[src/rtl/fpa_pkg.sv]
`timescale 1ns/1ps
package fpa_pkg;
  // outcome chosen by the final normalize stage
  typedef enum logic [2:0] {
    K_NORM  = 3'd0,
    K_CARRY = 3'd1,
    K_SAT   = 3'd2,
    K_ZERO  = 3'd3,
    K_FLUSH = 3'd4
  } norm_kind_e;
endpackage

[src/rtl/fpa_s1_expcmp.sv]
`timescale 1ns/1ps
module fpa_s1_expcmp #(
  parameter int FW = 24,
  parameter int EW = 8
) (
  input  logic          clk,
  input  logic          rst_n,
  input  logic          adv,
  input  logic          in_v,
  input  logic          a_sign,
  input  logic [EW-1:0] a_exp,
  input  logic [FW-1:0] a_frac,
  input  logic          b_sign,
  input  logic [EW-1:0] b_exp,
  input  logic [FW-1:0] b_frac,
  output logic          q_v,
  output logic          q_big_sign,
  output logic [FW-1:0] q_big_frac,
  output logic          q_sml_sign,
  output logic [FW-1:0] q_sml_frac,
  output logic [EW-1:0] q_r_exp,
  output logic [EW-1:0] q_diff
);
  logic          a_wins;
  logic [EW-1:0] d_ab, d_ba;

  always_comb begin
    d_ab   = a_exp - b_exp;
    d_ba   = b_exp - a_exp;
    a_wins = (a_exp >= b_exp);
  end

  always_ff @(posedge clk or negedge rst_n) begin
    if (!rst_n) begin
      q_v        <= 1'b0;
      q_big_sign <= 1'b0;
      q_big_frac <= '0;
      q_sml_sign <= 1'b0;
      q_sml_frac <= '0;
      q_r_exp    <= '0;
      q_diff     <= '0;
    end else if (adv) begin
      q_v <= in_v;
      if (a_wins) begin
        q_big_sign <= a_sign;
        q_big_frac <= a_frac;
        q_sml_sign <= b_sign;
        q_sml_frac <= b_frac;
        q_r_exp    <= a_exp;
        q_diff     <= d_ab;
      end else begin
        q_big_sign <= b_sign;
        q_big_frac <= b_frac;
        q_sml_sign <= a_sign;
        q_sml_frac <= a_frac;
        q_r_exp    <= b_exp;
        q_diff     <= d_ba;
      end
    end
  end
endmodule

[src/rtl/fpa_s2_align.sv]
`timescale 1ns/1ps
module fpa_s2_align #(
  parameter int FW = 24,
  parameter int EW = 8
) (
  input  logic          clk,
  input  logic          rst_n,
  input  logic          adv,
  input  logic          in_v,
  input  logic          big_sign,
  input  logic [FW-1:0] big_frac,
  input  logic          sml_sign,
  input  logic [FW-1:0] sml_frac,
  input  logic [EW-1:0] r_exp,
  input  logic [EW-1:0] diff,
  output logic          q_v,
  output logic          q_big_sign,
  output logic [FW-1:0] q_big_frac,
  output logic          q_sml_sign,
  output logic [FW-1:0] q_al_frac,
  output logic [EW-1:0] q_r_exp
);
  logic [FW-1:0] aligned;

  always_comb begin
    if (32'(diff) >= FW) aligned = '0;
    else                 aligned = sml_frac >> diff;
  end

  always_ff @(posedge clk or negedge rst_n) begin
    if (!rst_n) begin
      q_v        <= 1'b0;
      q_big_sign <= 1'b0;
      q_big_frac <= '0;
      q_sml_sign <= 1'b0;
      q_al_frac  <= '0;
      q_r_exp    <= '0;
    end else if (adv) begin
      q_v        <= in_v;
      q_big_sign <= big_sign;
      q_big_frac <= big_frac;
      q_sml_sign <= sml_sign;
      q_al_frac  <= aligned;
      q_r_exp    <= r_exp;
    end
  end
endmodule

[src/rtl/fpa_s3_addsub.sv]
`timescale 1ns/1ps
module fpa_s3_addsub #(
  parameter int FW = 24,
  parameter int EW = 8
) (
  input  logic          clk,
  input  logic          rst_n,
  input  logic          adv,
  input  logic          in_v,
  input  logic          big_sign,
  input  logic [FW-1:0] big_frac,
  input  logic          sml_sign,
  input  logic [FW-1:0] al_frac,
  input  logic [EW-1:0] r_exp,
  output logic          q_v,
  output logic          q_sign,
  output logic [FW:0]   q_sum,
  output logic [EW-1:0] q_r_exp
);
  logic [FW:0] ext_big, ext_al, mag;
  logic        sgn;

  always_comb begin
    ext_big = {1'b0, big_frac};
    ext_al  = {1'b0, al_frac};
    if (big_sign == sml_sign) begin
      mag = ext_big + ext_al;
      sgn = big_sign;
    end else if (ext_big >= ext_al) begin
      mag = ext_big - ext_al;
      sgn = big_sign;
    end else begin
      mag = ext_al - ext_big;
      sgn = sml_sign;
    end
  end

  always_ff @(posedge clk or negedge rst_n) begin
    if (!rst_n) begin
      q_v     <= 1'b0;
      q_sign  <= 1'b0;
      q_sum   <= '0;
      q_r_exp <= '0;
    end else if (adv) begin
      q_v     <= in_v;
      q_sign  <= sgn;
      q_sum   <= mag;
      q_r_exp <= r_exp;
    end
  end
endmodule

[src/rtl/fpa_s4_norm.sv]
`timescale 1ns/1ps
module fpa_s4_norm
  import fpa_pkg::*;
#(
  parameter int FW = 24,
  parameter int EW = 8
) (
  input  logic          clk,
  input  logic          rst_n,
  input  logic          adv,
  input  logic          in_v,
  input  logic          sum_sign,
  input  logic [FW:0]   sum,
  input  logic [EW-1:0] r_exp,
  output logic          q_v,
  output logic          q_sign,
  output logic [EW-1:0] q_exp,
  output logic [FW-1:0] q_frac
);
  localparam int LZ_W  = $clog2(FW + 1);
  localparam int CMP_W = ((EW > LZ_W) ? EW : LZ_W) + 1;

  logic [LZ_W-1:0]  lz;
  logic [CMP_W-1:0] lz_c, r_c;
  norm_kind_e       kind;
  logic             n_sign;
  logic [EW-1:0]    n_exp;
  logic [FW-1:0]    n_frac;

  // leading-zero count over the in-range bits; highest set bit wins
  always_comb begin
    lz = LZ_W'(FW);
    for (int i = 0; i < FW; i++) begin
      if (sum[i]) lz = LZ_W'(FW - 1 - i);
    end
    lz_c = CMP_W'(lz);
    r_c  = CMP_W'(r_exp);
  end

  always_comb begin
    if (sum[FW])            kind = (&r_exp) ? K_SAT : K_CARRY;
    else if (sum == '0)     kind = K_ZERO;
    else if (lz_c > r_c)    kind = K_FLUSH;
    else                    kind = K_NORM;
  end

  always_comb begin
    n_sign = 1'b0;
    n_exp  = '0;
    n_frac = '0;
    case (kind)
      K_CARRY: begin
        n_sign = sum_sign;
        n_exp  = r_exp + 1'b1;
        n_frac = sum[FW:1];
      end
      K_SAT: begin
        n_sign = sum_sign;
        n_exp  = '1;
        n_frac = '1;
      end
      K_NORM: begin
        n_sign = sum_sign;
        n_exp  = r_exp - EW'(lz);
        n_frac = sum[FW-1:0] << lz;
      end
      default: begin
        n_sign = 1'b0;
        n_exp  = '0;
        n_frac = '0;
      end
    endcase
  end

  always_ff @(posedge clk or negedge rst_n) begin
    if (!rst_n) begin
      q_v    <= 1'b0;
      q_sign <= 1'b0;
      q_exp  <= '0;
      q_frac <= '0;
    end else if (adv) begin
      q_v    <= in_v;
      q_sign <= n_sign;
      q_exp  <= n_exp;
      q_frac <= n_frac;
    end
  end
endmodule

[src/rtl/fpa_pipe_add.sv]
`timescale 1ns/1ps
module fpa_pipe_add #(
  parameter int FRAC_W = 24,
  parameter int EXP_W  = 8
) (
  input  logic              clk,
  input  logic              rst_n,
  input  logic              in_valid,
  output logic              in_ready,
  input  logic              a_sign,
  input  logic [EXP_W-1:0]  a_exp,
  input  logic [FRAC_W-1:0] a_frac,
  input  logic              b_sign,
  input  logic [EXP_W-1:0]  b_exp,
  input  logic [FRAC_W-1:0] b_frac,
  output logic              out_valid,
  input  logic              out_ready,
  output logic              out_sign,
  output logic [EXP_W-1:0]  out_exp,
  output logic [FRAC_W-1:0] out_frac
);
  logic adv;

  logic              s1_v, s1_bs, s1_ss;
  logic [FRAC_W-1:0] s1_bf, s1_sf;
  logic [EXP_W-1:0]  s1_r, s1_d;

  logic              s2_v, s2_bs, s2_ss;
  logic [FRAC_W-1:0] s2_bf, s2_af;
  logic [EXP_W-1:0]  s2_r;

  logic              s3_v, s3_s;
  logic [FRAC_W:0]   s3_sum;
  logic [EXP_W-1:0]  s3_r;

  // global freeze: every stage moves only when the output slot can move
  assign adv      = !out_valid || out_ready;
  assign in_ready = adv;

  fpa_s1_expcmp #(.FW(FRAC_W), .EW(EXP_W)) u_s1 (
    .clk(clk), .rst_n(rst_n), .adv(adv), .in_v(in_valid),
    .a_sign(a_sign), .a_exp(a_exp), .a_frac(a_frac),
    .b_sign(b_sign), .b_exp(b_exp), .b_frac(b_frac),
    .q_v(s1_v), .q_big_sign(s1_bs), .q_big_frac(s1_bf),
    .q_sml_sign(s1_ss), .q_sml_frac(s1_sf), .q_r_exp(s1_r), .q_diff(s1_d)
  );

  fpa_s2_align #(.FW(FRAC_W), .EW(EXP_W)) u_s2 (
    .clk(clk), .rst_n(rst_n), .adv(adv), .in_v(s1_v),
    .big_sign(s1_bs), .big_frac(s1_bf), .sml_sign(s1_ss), .sml_frac(s1_sf),
    .r_exp(s1_r), .diff(s1_d),
    .q_v(s2_v), .q_big_sign(s2_bs), .q_big_frac(s2_bf),
    .q_sml_sign(s2_ss), .q_al_frac(s2_af), .q_r_exp(s2_r)
  );

  fpa_s3_addsub #(.FW(FRAC_W), .EW(EXP_W)) u_s3 (
    .clk(clk), .rst_n(rst_n), .adv(adv), .in_v(s2_v),
    .big_sign(s2_bs), .big_frac(s2_bf), .sml_sign(s2_ss), .al_frac(s2_af),
    .r_exp(s2_r),
    .q_v(s3_v), .q_sign(s3_s), .q_sum(s3_sum), .q_r_exp(s3_r)
  );

  fpa_s4_norm #(.FW(FRAC_W), .EW(EXP_W)) u_s4 (
    .clk(clk), .rst_n(rst_n), .adv(adv), .in_v(s3_v),
    .sum_sign(s3_s), .sum(s3_sum), .r_exp(s3_r),
    .q_v(out_valid), .q_sign(out_sign), .q_exp(out_exp), .q_frac(out_frac)
  );
endmodule

[config.mk]
export PLATFORM = sky130hd
export DESIGN_NAME = fpa_pipe_add
export DESIGN_NICKNAME = d
export VERILOG_FILES = /design/src/rtl/fpa_pkg.sv /design/src/rtl/fpa_s1_expcmp.sv /design/src/rtl/fpa_s2_align.sv /design/src/rtl/fpa_s3_addsub.sv /design/src/rtl/fpa_s4_norm.sv /design/src/rtl/fpa_pipe_add.sv
export SDC_FILE = /design/constraint.sdc
export NUM_CORES = 1
export LEC_CHECK = 0
export ABC_AREA = 1
export CORE_UTILIZATION = 59
export CTS_BUF_LIST = sky130_fd_sc_hd__clkbuf_16
export DETAILED_ROUTE_END_ITERATION = 10
export DONT_BUFFER_PORTS = 1
export PLACE_DENSITY = 0.78
export REMOVE_ABC_BUFFERS = 1
export SKIP_LAST_GASP = 1
export SLEW_MARGIN = 25
export SYNTH_ARGS = -nofsm -noshare
export SYNTH_HDL_FRONTEND = slang
export SYNTH_SLANG_ARGS = --single-unit
[constraint.sdc]
create_clock -name clk -period 3.58 [get_ports clk]
set_input_delay 0.358 -clock clk [delete_from_list [all_inputs] [get_ports clk]]
set_output_delay 0.358 -clock clk [all_outputs]
set_load 0.005 [all_outputs]
### Word-level counts from Yosys, hierarchy flattened

Cells that the tools add are included.

* order comparisons: 4
* muxes and demuxes: 42
* add/subtract/negate cells: 7
* shift-type cells: 2
* equality and inequality tests: 3
* reduce and logical (&&, ||, !) cells: 6

Operator list (number)
* 5-bit 2-to-1 mux: 23
* 24-bit 2-to-1 mux: 3
* 24-bit case mux with 3 select lines: 1
* 25-bit 2-to-1 mux: 2
* 24-bit by 24-bit subtractor with 25-bit output: 2
* 24-bit by 24-bit adder with 25-bit output: 1
* 25-bit logical NOT: 1
* 24-bit greater-or-equal comparator: 1
* 8-bit case mux with 3 select lines: 1
* 24-bit by 5-bit << shifter with 24-bit output: 1
* 24-bit by 8-bit >> shifter with 24-bit output: 1
* 8-bit 2-to-1 mux: 2
* 8-bit subtractor: 2
* 3-bit 2-to-1 mux: 3
* 8-bit by 1-bit adder with 8-bit output, second input constant: 1
* 8-bit by 5-bit greater-or-equal comparator with 1-bit output, second input constant: 1
* 8-bit greater-or-equal comparator: 1
* 5-bit by 8-bit > comparator with 1-bit output: 1
* 8-bit AND reduction: 1
* 8-bit by 5-bit subtractor with 8-bit output: 1
* 1-bit 2-to-1 mux: 5
* 4-bit 2-to-1 mux: 1
* 3-bit by 1-bit == test with 1-bit output, second input constant: 1
* 3-bit by 2-bit == test with 1-bit output, second input constant: 1
* other kinds (6): 6

* word-level logic and storage cells: 85
* input port bits: 70
* output and inout bits: 35
* flip-flop bits (word level): 195

### Depth between registers and ports, before layout

* depth in word-level cells: 31
* mapped depth: 41
* depth with buffers taken out: 40

### Modules after synthesis

From an unflattened synthesis, not the netlist that was laid out.

* cell total of the unflattened synthesis: 2799
* area total of the unflattened synthesis: 17453.0 um^2

Modules (own cells, without submodules)
* fpa_s3_addsub: area an instance 6839.1 um^2, cells an instance 1233, times used 1
* fpa_s1_expcmp: area an instance 3803.6 um^2, cells an instance 506, times used 1
* fpa_s2_align: area an instance 3447.1 um^2, cells an instance 484, times used 1
* fpa_s4_norm: area an instance 3355.7 um^2, cells an instance 574, times used 1
* fpa_pipe_add: area an instance 7.5 um^2, cells an instance 2, times used 1

### Worst setup path after synthesis

OpenSTA, ideal clock, no wires.

* path kind: reg2reg
* start point: register u_s3.q_sum[2]
* end point: register u_s4.q_exp[7]
* path buffers: 1
* arrival time: 3.605 ns
* slack: -0.090 ns
* cell stages (with the launch flop): 41
* library setup time: 0.066 ns
* cells stage by stage: dfrtp_1 > inv_2 > nand2_1 > nand2_1 > nand2_1 > nand2_1 > nand2_1 > nand2_1 > nand2_1 > nand2_1 > nand2_1 > nand2_1 > nand2_1 > nand2_1 > nand2_1 > nand2_1 > nand2_1 > nand2_1 > [... 5 more ...] > buf_6 > ha_1 > inv_1 > fa_1 > nand2_1 > o21ai_0 > inv_1 > nor2_1 > inv_1 > nand2_1 > o31ai_1 > nor2_1 > clkinv_1 > a21oi_1 > o21ai_0 > o211ai_1 > nand2_1 > nand2_1

* longest elaborated chain between the ends: 28

Ends and longest elaborated chain
* start: declaration: line fpa_s3_addsub.sv:17 `output logic [FW:0] q_sum,`
* start signal: assignment: line fpa_s3_addsub.sv:47 `q_sum <= mag;`
* 5-bit 2-to-1 mux (22 in series): line fpa_s4_norm.sv:34 `if (sum[i]) lz = LZ_W'(FW - 1 - i);`
* 5-bit by 8-bit > comparator with 1-bit output: line fpa_s4_norm.sv:43 `else if (lz_c > r_c) kind = K_FLUSH;`
* 3-bit 2-to-1 mux: line fpa_s4_norm.sv:43
* 3-bit 2-to-1 mux: line fpa_s4_norm.sv:42 `else if (sum == '0) kind = K_ZERO;`
* 3-bit 2-to-1 mux: line fpa_s4_norm.sv:41 `if (sum[FW]) kind = (&r_exp) ? K_SAT : K_CARRY;`
* 3-bit by 2-bit == test with 1-bit output, or another cell as far along: line fpa_s4_norm.sv:51 `case (kind)`
* 8-bit case mux with 3 select lines (*): line fpa_s4_norm.sv:51
* end signal: assignment: line fpa_s4_norm.sv:84 `q_exp <= n_exp;`
* end: declaration: line fpa_s4_norm.sv:17 `output logic [EW-1:0] q_exp,`

Mark *: on every way between the ends. The rest lies on a longest branch, timed or not.
A chain may end at the register's enable or synchronous reset.

### Worst setup path in the final report

* start point: register u_s3.q_sum[1]
* end point: register u_s4.q_frac[9]

* longest elaborated chain between the ends: 29

Ends and longest elaborated chain
* 5-bit 2-to-1 mux (23 in series): line fpa_s4_norm.sv:34
* 5-bit by 8-bit > comparator with 1-bit output: line fpa_s4_norm.sv:43
* 3-bit 2-to-1 mux: line fpa_s4_norm.sv:43
* 3-bit 2-to-1 mux: line fpa_s4_norm.sv:42
* 3-bit 2-to-1 mux: line fpa_s4_norm.sv:41
* 3-bit by 2-bit == test with 1-bit output, or another cell as far along: line fpa_s4_norm.sv:51
* 24-bit case mux with 3 select lines (*): line fpa_s4_norm.sv:51
* end signal: assignment: line fpa_s4_norm.sv:85 `q_frac <= n_frac;`
* end: declaration: line fpa_s4_norm.sv:18 `output logic [FW-1:0] q_frac`

Marked as above.

==> PnR_summary.wiki <==
{| class="wikitable"
! Metric !! Value
|-
| Status || complete, but fails checks
|-
| Violations in the final reports || negative hold slack
|-
| Vias after detailed routing || 14406
|-
| Total count of hold-check failures in the final report || 195
|-
| Largest cells by area after synthesis || dfrtp_1, nand2_1, o21ai_0
|-
| Maximum clock rate || 0.282 GHz
|-
| Final design instance area without fill || 16200 um2
|-
| Slowest stage cell on the critical path || dfrtp_1
|-
| Total of buffers placed on input and output ports || 0
|-
| Kind of start point of the critical path || flop
|-
| Count of flip-flops with a built-in enable after synthesis || 0
|-
| Startpoint of the worst register-to-register path || u_s3.q_sum[1]
|-
| Class of the most critical setup path || flop to flop
|-
| Cell occurring most often along the worst timing path || nand2_1
|-
| Core region area || 24500 um2
|-
| Half-perimeter wire length of the detailed placement result || 32.7 mm
|-
| Count of different cell masters after synthesis || 59
|-
| Vias per cell || 5.77
|-
| Total Power || 16.8 mW
|-
| Finished Layout Cells || 2498
|-
| Reg-to-reg endpoint || u_s4.q_frac[9]
|-
| Global-route wire length before repair || 69.4 mm
|-
| Number of cells in the design after placement || 2457
|-
| Register area share after synthesis || 32.9%
|-
| Row count || 57
|-
| Final number of setup-violating endpoints || 0
|-
| Y dimension of the die || 160 um
|-
| Fraction of registers with async set/reset || 100%
|-
| Lkg Pwr || 8.07 nW
|-
| Clock transition at the registers of the reported paths || 0.08 ns
|-
| Per-instance average area after synthesis || 6.82 um2
|-
| Cts bufs inserted || 17
|-
| GRT Util Overall || 33.7%
|-
| Worst endpoint required time || 3.92 ns
|-
| Number of antenna violations at the first check in global routing || 3
|-
| Post-detailed-route count of antenna-violating nets || 0
|-
| Maximum fanout along the worst path || 5
|-
| Minimum setup slack among reg-to-reg paths || 0.04 ns
|-
| H-tree Lvls || 4
|-
| Slew margin rel. || 31.9%
|-
| Post-Route Hold Slack || -0.407 ns
|-
| Warning count from the yosys run || 0
|-
| Total iterations of the first detailed-routing run || 7
|-
| Type of element capturing the critical path || flop
|-
| Largest net degree at the start of global routing || 196
|-
| Switch share || 52.6%
|-
| Final routed wire length divided by cell count || 17.1 um
|-
| Final Wtd Congestion || 0.981
|-
| Most frequently used flop master after synthesis || dfrtp_1
|-
| Share of power burned in the clock network || 11.7%
|-
| Yosys top cell by area || dfrtp_1
|-
| Latest clock arrival within the worst-skew pair || 0.45 ns
|-
| Worst setup slack after layout || 0.0394 ns
|-
| Internal power || 7.97 mW
|-
| Number of violations reported at the end of detailed-routing iteration 0 || 1123
|-
| Count of clock tree sinks || 195
|-
| Clock tree from TritonCTS || done
|-
| Post-Place Cell Area || 15300 um2
|-
| Number of remaining DRC errors || 0
|-
| Max-cap viol count || 0
|-
| Die Outline Area || 25800 um2
|-
| Cell count after synthesis || 2173
|-
| Clock root buffer || clkbuf_16
|-
| Via count of the first global-routing pass || 13656
|-
| Register bit count reported by yosys || 195
|-
| Final clock period utilization by the worst path || 98.9%
|-
| Number of pins exceeding their max-slew limit in the final report || 0
|-
| Bufs on Longest Clock Path || 2
|-
| Worst path max stage delay || 0.39 ns
|-
| RSZ-0062 raised after global routing || true
|-
| Die span in x || 160 um
|-
| Combinational share of power || 64.6%
|-
| Number of nets in the final layout || 2330
|-
| Pre-CTS setup slack || -0.204 ns
|-
| Cell area after synthesis || 14800 um2
|-
| Reg2Reg Depth || 41
|-
| Total power divided by cell area || 1040 nW/um2
|-
| Proportion of power drawn by flip-flops and latches || 23.7%
|-
| Class of the worst hold path || input pin to asynchronous set/reset pin
|-
| Highest ir drop seen on vdd || 0.000602 V
|-
| Power dissipated by switching net loads || 8.83 mW
|-
| Worst clock skew || 0.0177 ns
|-
| Fraction of layout cells with a size suffix above 1 || 8.05%
|-
| Arr. time, crit path || 3.88 ns
|-
| Least-Margin Pin Slew || 1.02 ns
|-
| Detailed Route WL || 42.8 mm
|-
| Count of boundary I/O pins || 105
|-
| Initial core utilization || 60.6%
|-
| Synthesis-to-finish area growth || 9.01%
|-
| Top cell type's share of synthesized area || 32.9%
|-
| Shortest clock period the worst path allows after layout || 3.54 ns
|-
| Overflow left after global routing || 0
|}
registers in the layout, summed over array words and instances, names as in the netlist:
| register | cells |
|---|---|
| u_s3.q_v | 1 |
| u_s1.q_diff | 8 |
| u_s1.q_big_sign | 1 |
| u_s4.q_exp | 8 |
| u_s1.q_sml_sign | 1 |
| u_s2.q_big_frac | 24 |
| u_s4.q_frac | 24 |
| u_s1.q_v | 1 |
| u_s2.q_v | 1 |
| u_s3.q_sum | 25 |
| u_s3.q_r_exp | 8 |
| u_s3.q_sign | 1 |
| u_s2.q_r_exp | 8 |
| u_s1.q_big_frac | 24 |
| u_s1.q_sml_frac | 24 |
| u_s2.q_al_frac | 24 |
| u_s4.q_v | 1 |
| u_s2.q_big_sign | 1 |
| u_s4.q_sign | 1 |
| u_s2.q_sml_sign | 1 |
| u_s1.q_r_exp | 8 |
power groups by stage:
stage	sequential [mW]	combinational, mW	clock [mW]
finish	3.99	10.9	1.96
global route	4.11	12.1	2.06
CTS	3.97	10.4	1.99
detailed placement	4.01	10.3	0
global placement	3.96	10.1	0
floorplan	3.78	7.22	0
timing repair:
item | CTS | global route
gates resized for setup | 10 | 38
hold endpoints to repair | 195 | 195
pin swaps | 5 | 26
buffers inserted | 1 | 6
setup endpoints to repair | 33 | 36
gates cloned | 0 | 1
logic make-up (layout without fill, tap and decap cells):
kind of cell             after synthesis  in the layout  synth area share [%]
AO/OA/AOI/OAI                        584            584                  21.6
XOR/XNOR                              34             34                  2.01
adder cells (fa/ha/maj)              100            100                  8.75
buffers and inverters                373            373                  9.86
flip-flops                           195            195                  32.9
multiplexers                          14             14                 0.954
other                                  0              1                     0
AND/OR/NAND/NOR                      873            873                  23.9
Yosys cell counts, drive strengths merged, types with 4 or more instances:
| master | count |
|---|---|
| nand2 | 557 |
| a21o | 7 |
| ha | 94 |
| a21boi | 6 |
| a31oi | 7 |
| a21oi | 154 |
| xor2 | 31 |
| nor3 | 12 |
| nand3 | 137 |
| o21ai | 325 |
| dfrtp | 195 |
| o32ai | 5 |
| o21bai | 4 |
| fa | 6 |
| buf | 33 |
| clkbuf | 81 |
| o211ai | 16 |
| o21a | 4 |
| nor2 | 155 |
| nand4 | 5 |
| clkinv | 7 |
| mux2i | 13 |
| inv | 252 |
| or2 | 4 |
| o22ai | 27 |
| o31ai | 10 |
metrics by stage:
stage	util, %	TNS [ns]
finish	66.0	0
global route	66.0	-7.34
CTS	65.3	0
detailed placement	62.7	-2.60
global placement	62.7	-0.378
floorplan	-	-1275.40
layout by cell type, fill, tap and decap left out, types with 4 or more instances in the layout:
| cell type | Yosys | routed |
|---|---|---|
| ha_1 | 94 | 93 |
| clkinv_8 | 0 | 4 |
| inv_8 | 0 | 5 |
| o32ai_1 | 5 | 5 |
| buf_6 | 4 | 4 |
| nand2_4 | 3 | 4 |
| nand2_1 | 551 | 545 |
| nor2_1 | 154 | 149 |
| nand3_2 | 2 | 4 |
| buf_4 | 2 | 75 |
| nand4_1 | 5 | 5 |
| inv_2 | 7 | 8 |
| xor2_1 | 31 | 31 |
| nor3_1 | 12 | 12 |
| a31oi_1 | 7 | 7 |
| a21o_1 | 7 | 7 |
| o211ai_1 | 16 | 16 |
| dfrtp_1 | 195 | 195 |
| fa_1 | 6 | 5 |
| mux2i_1 | 13 | 13 |
| nand2_2 | 3 | 8 |
| clkinv_1 | 7 | 5 |
| o21ai_2 | 2 | 6 |
| a21oi_1 | 149 | 146 |
| o21ai_0 | 292 | 284 |
| o22ai_1 | 27 | 26 |
| o21a_1 | 4 | 4 |
| o21ai_1 | 31 | 35 |
| inv_6 | 0 | 6 |
| nand3_1 | 135 | 132 |
| a21oi_2 | 5 | 8 |
| o31ai_1 | 10 | 9 |
| inv_1 | 244 | 242 |
| clkbuf_16 | 0 | 17 |
metal layers:
metal	track usage, %	wire, um	vias up
met5	0	12	-
met4	13.2	1420	2
met3	5.14	2590	102
met2	55.5	19800	484
met1	44.5	19000	6718
li1	-	-	7100
cell type report:
cell class / count / area [um2]
inverters: 259 / 988
well taps: 324 / 405
multi-input cells: 1605 / 8620
clock buffers: 17 / 425
fillers: 2280 / 8310
diodes: 1 / 2.50
flip-flops and latches: 195 / 4880
repair inverters: 1 / 8.76
clock inverters: 15 / 176
repair buffers: 81 / 648
worst max path at each step:
| stage | to | slack (ns) | startpoint | cells past startpoint |
|---|---|---|---|---|
| after floorplan | u_s1.q_diff[1] | -7.55 | u_s4.q_v | 5 |
| after global placement | u_s4.q_frac[19] | -0.06 | u_s3.q_sum[1] | 41 |
| after detailed placement | u_s4.q_frac[21] | -0.20 | u_s3.q_sum[1] | 41 |
| after CTS | u_s4.q_frac[17] | 0.02 | u_s3.q_sum[1] | 41 |
| after global routing | u_s4.q_frac[9] | -0.29 | u_s3.q_sum[1] | 41 |
| final | u_s4.q_frac[9] | 0.04 | u_s3.q_sum[1] | 41 |
critical path, delay by kind of cell, from the launching register on:
family / cells / cell delay (ns)
AOI/OAI and AO/OA: 4 / 0.48
buffers and inverters: 6 / 0.41
DFF: 1 / 0.39
and+or+nand+nor: 29 / 1.67
adders and majority gates: 2 / 0.46
Note: power is estimated with default switching activity, not from simulation.
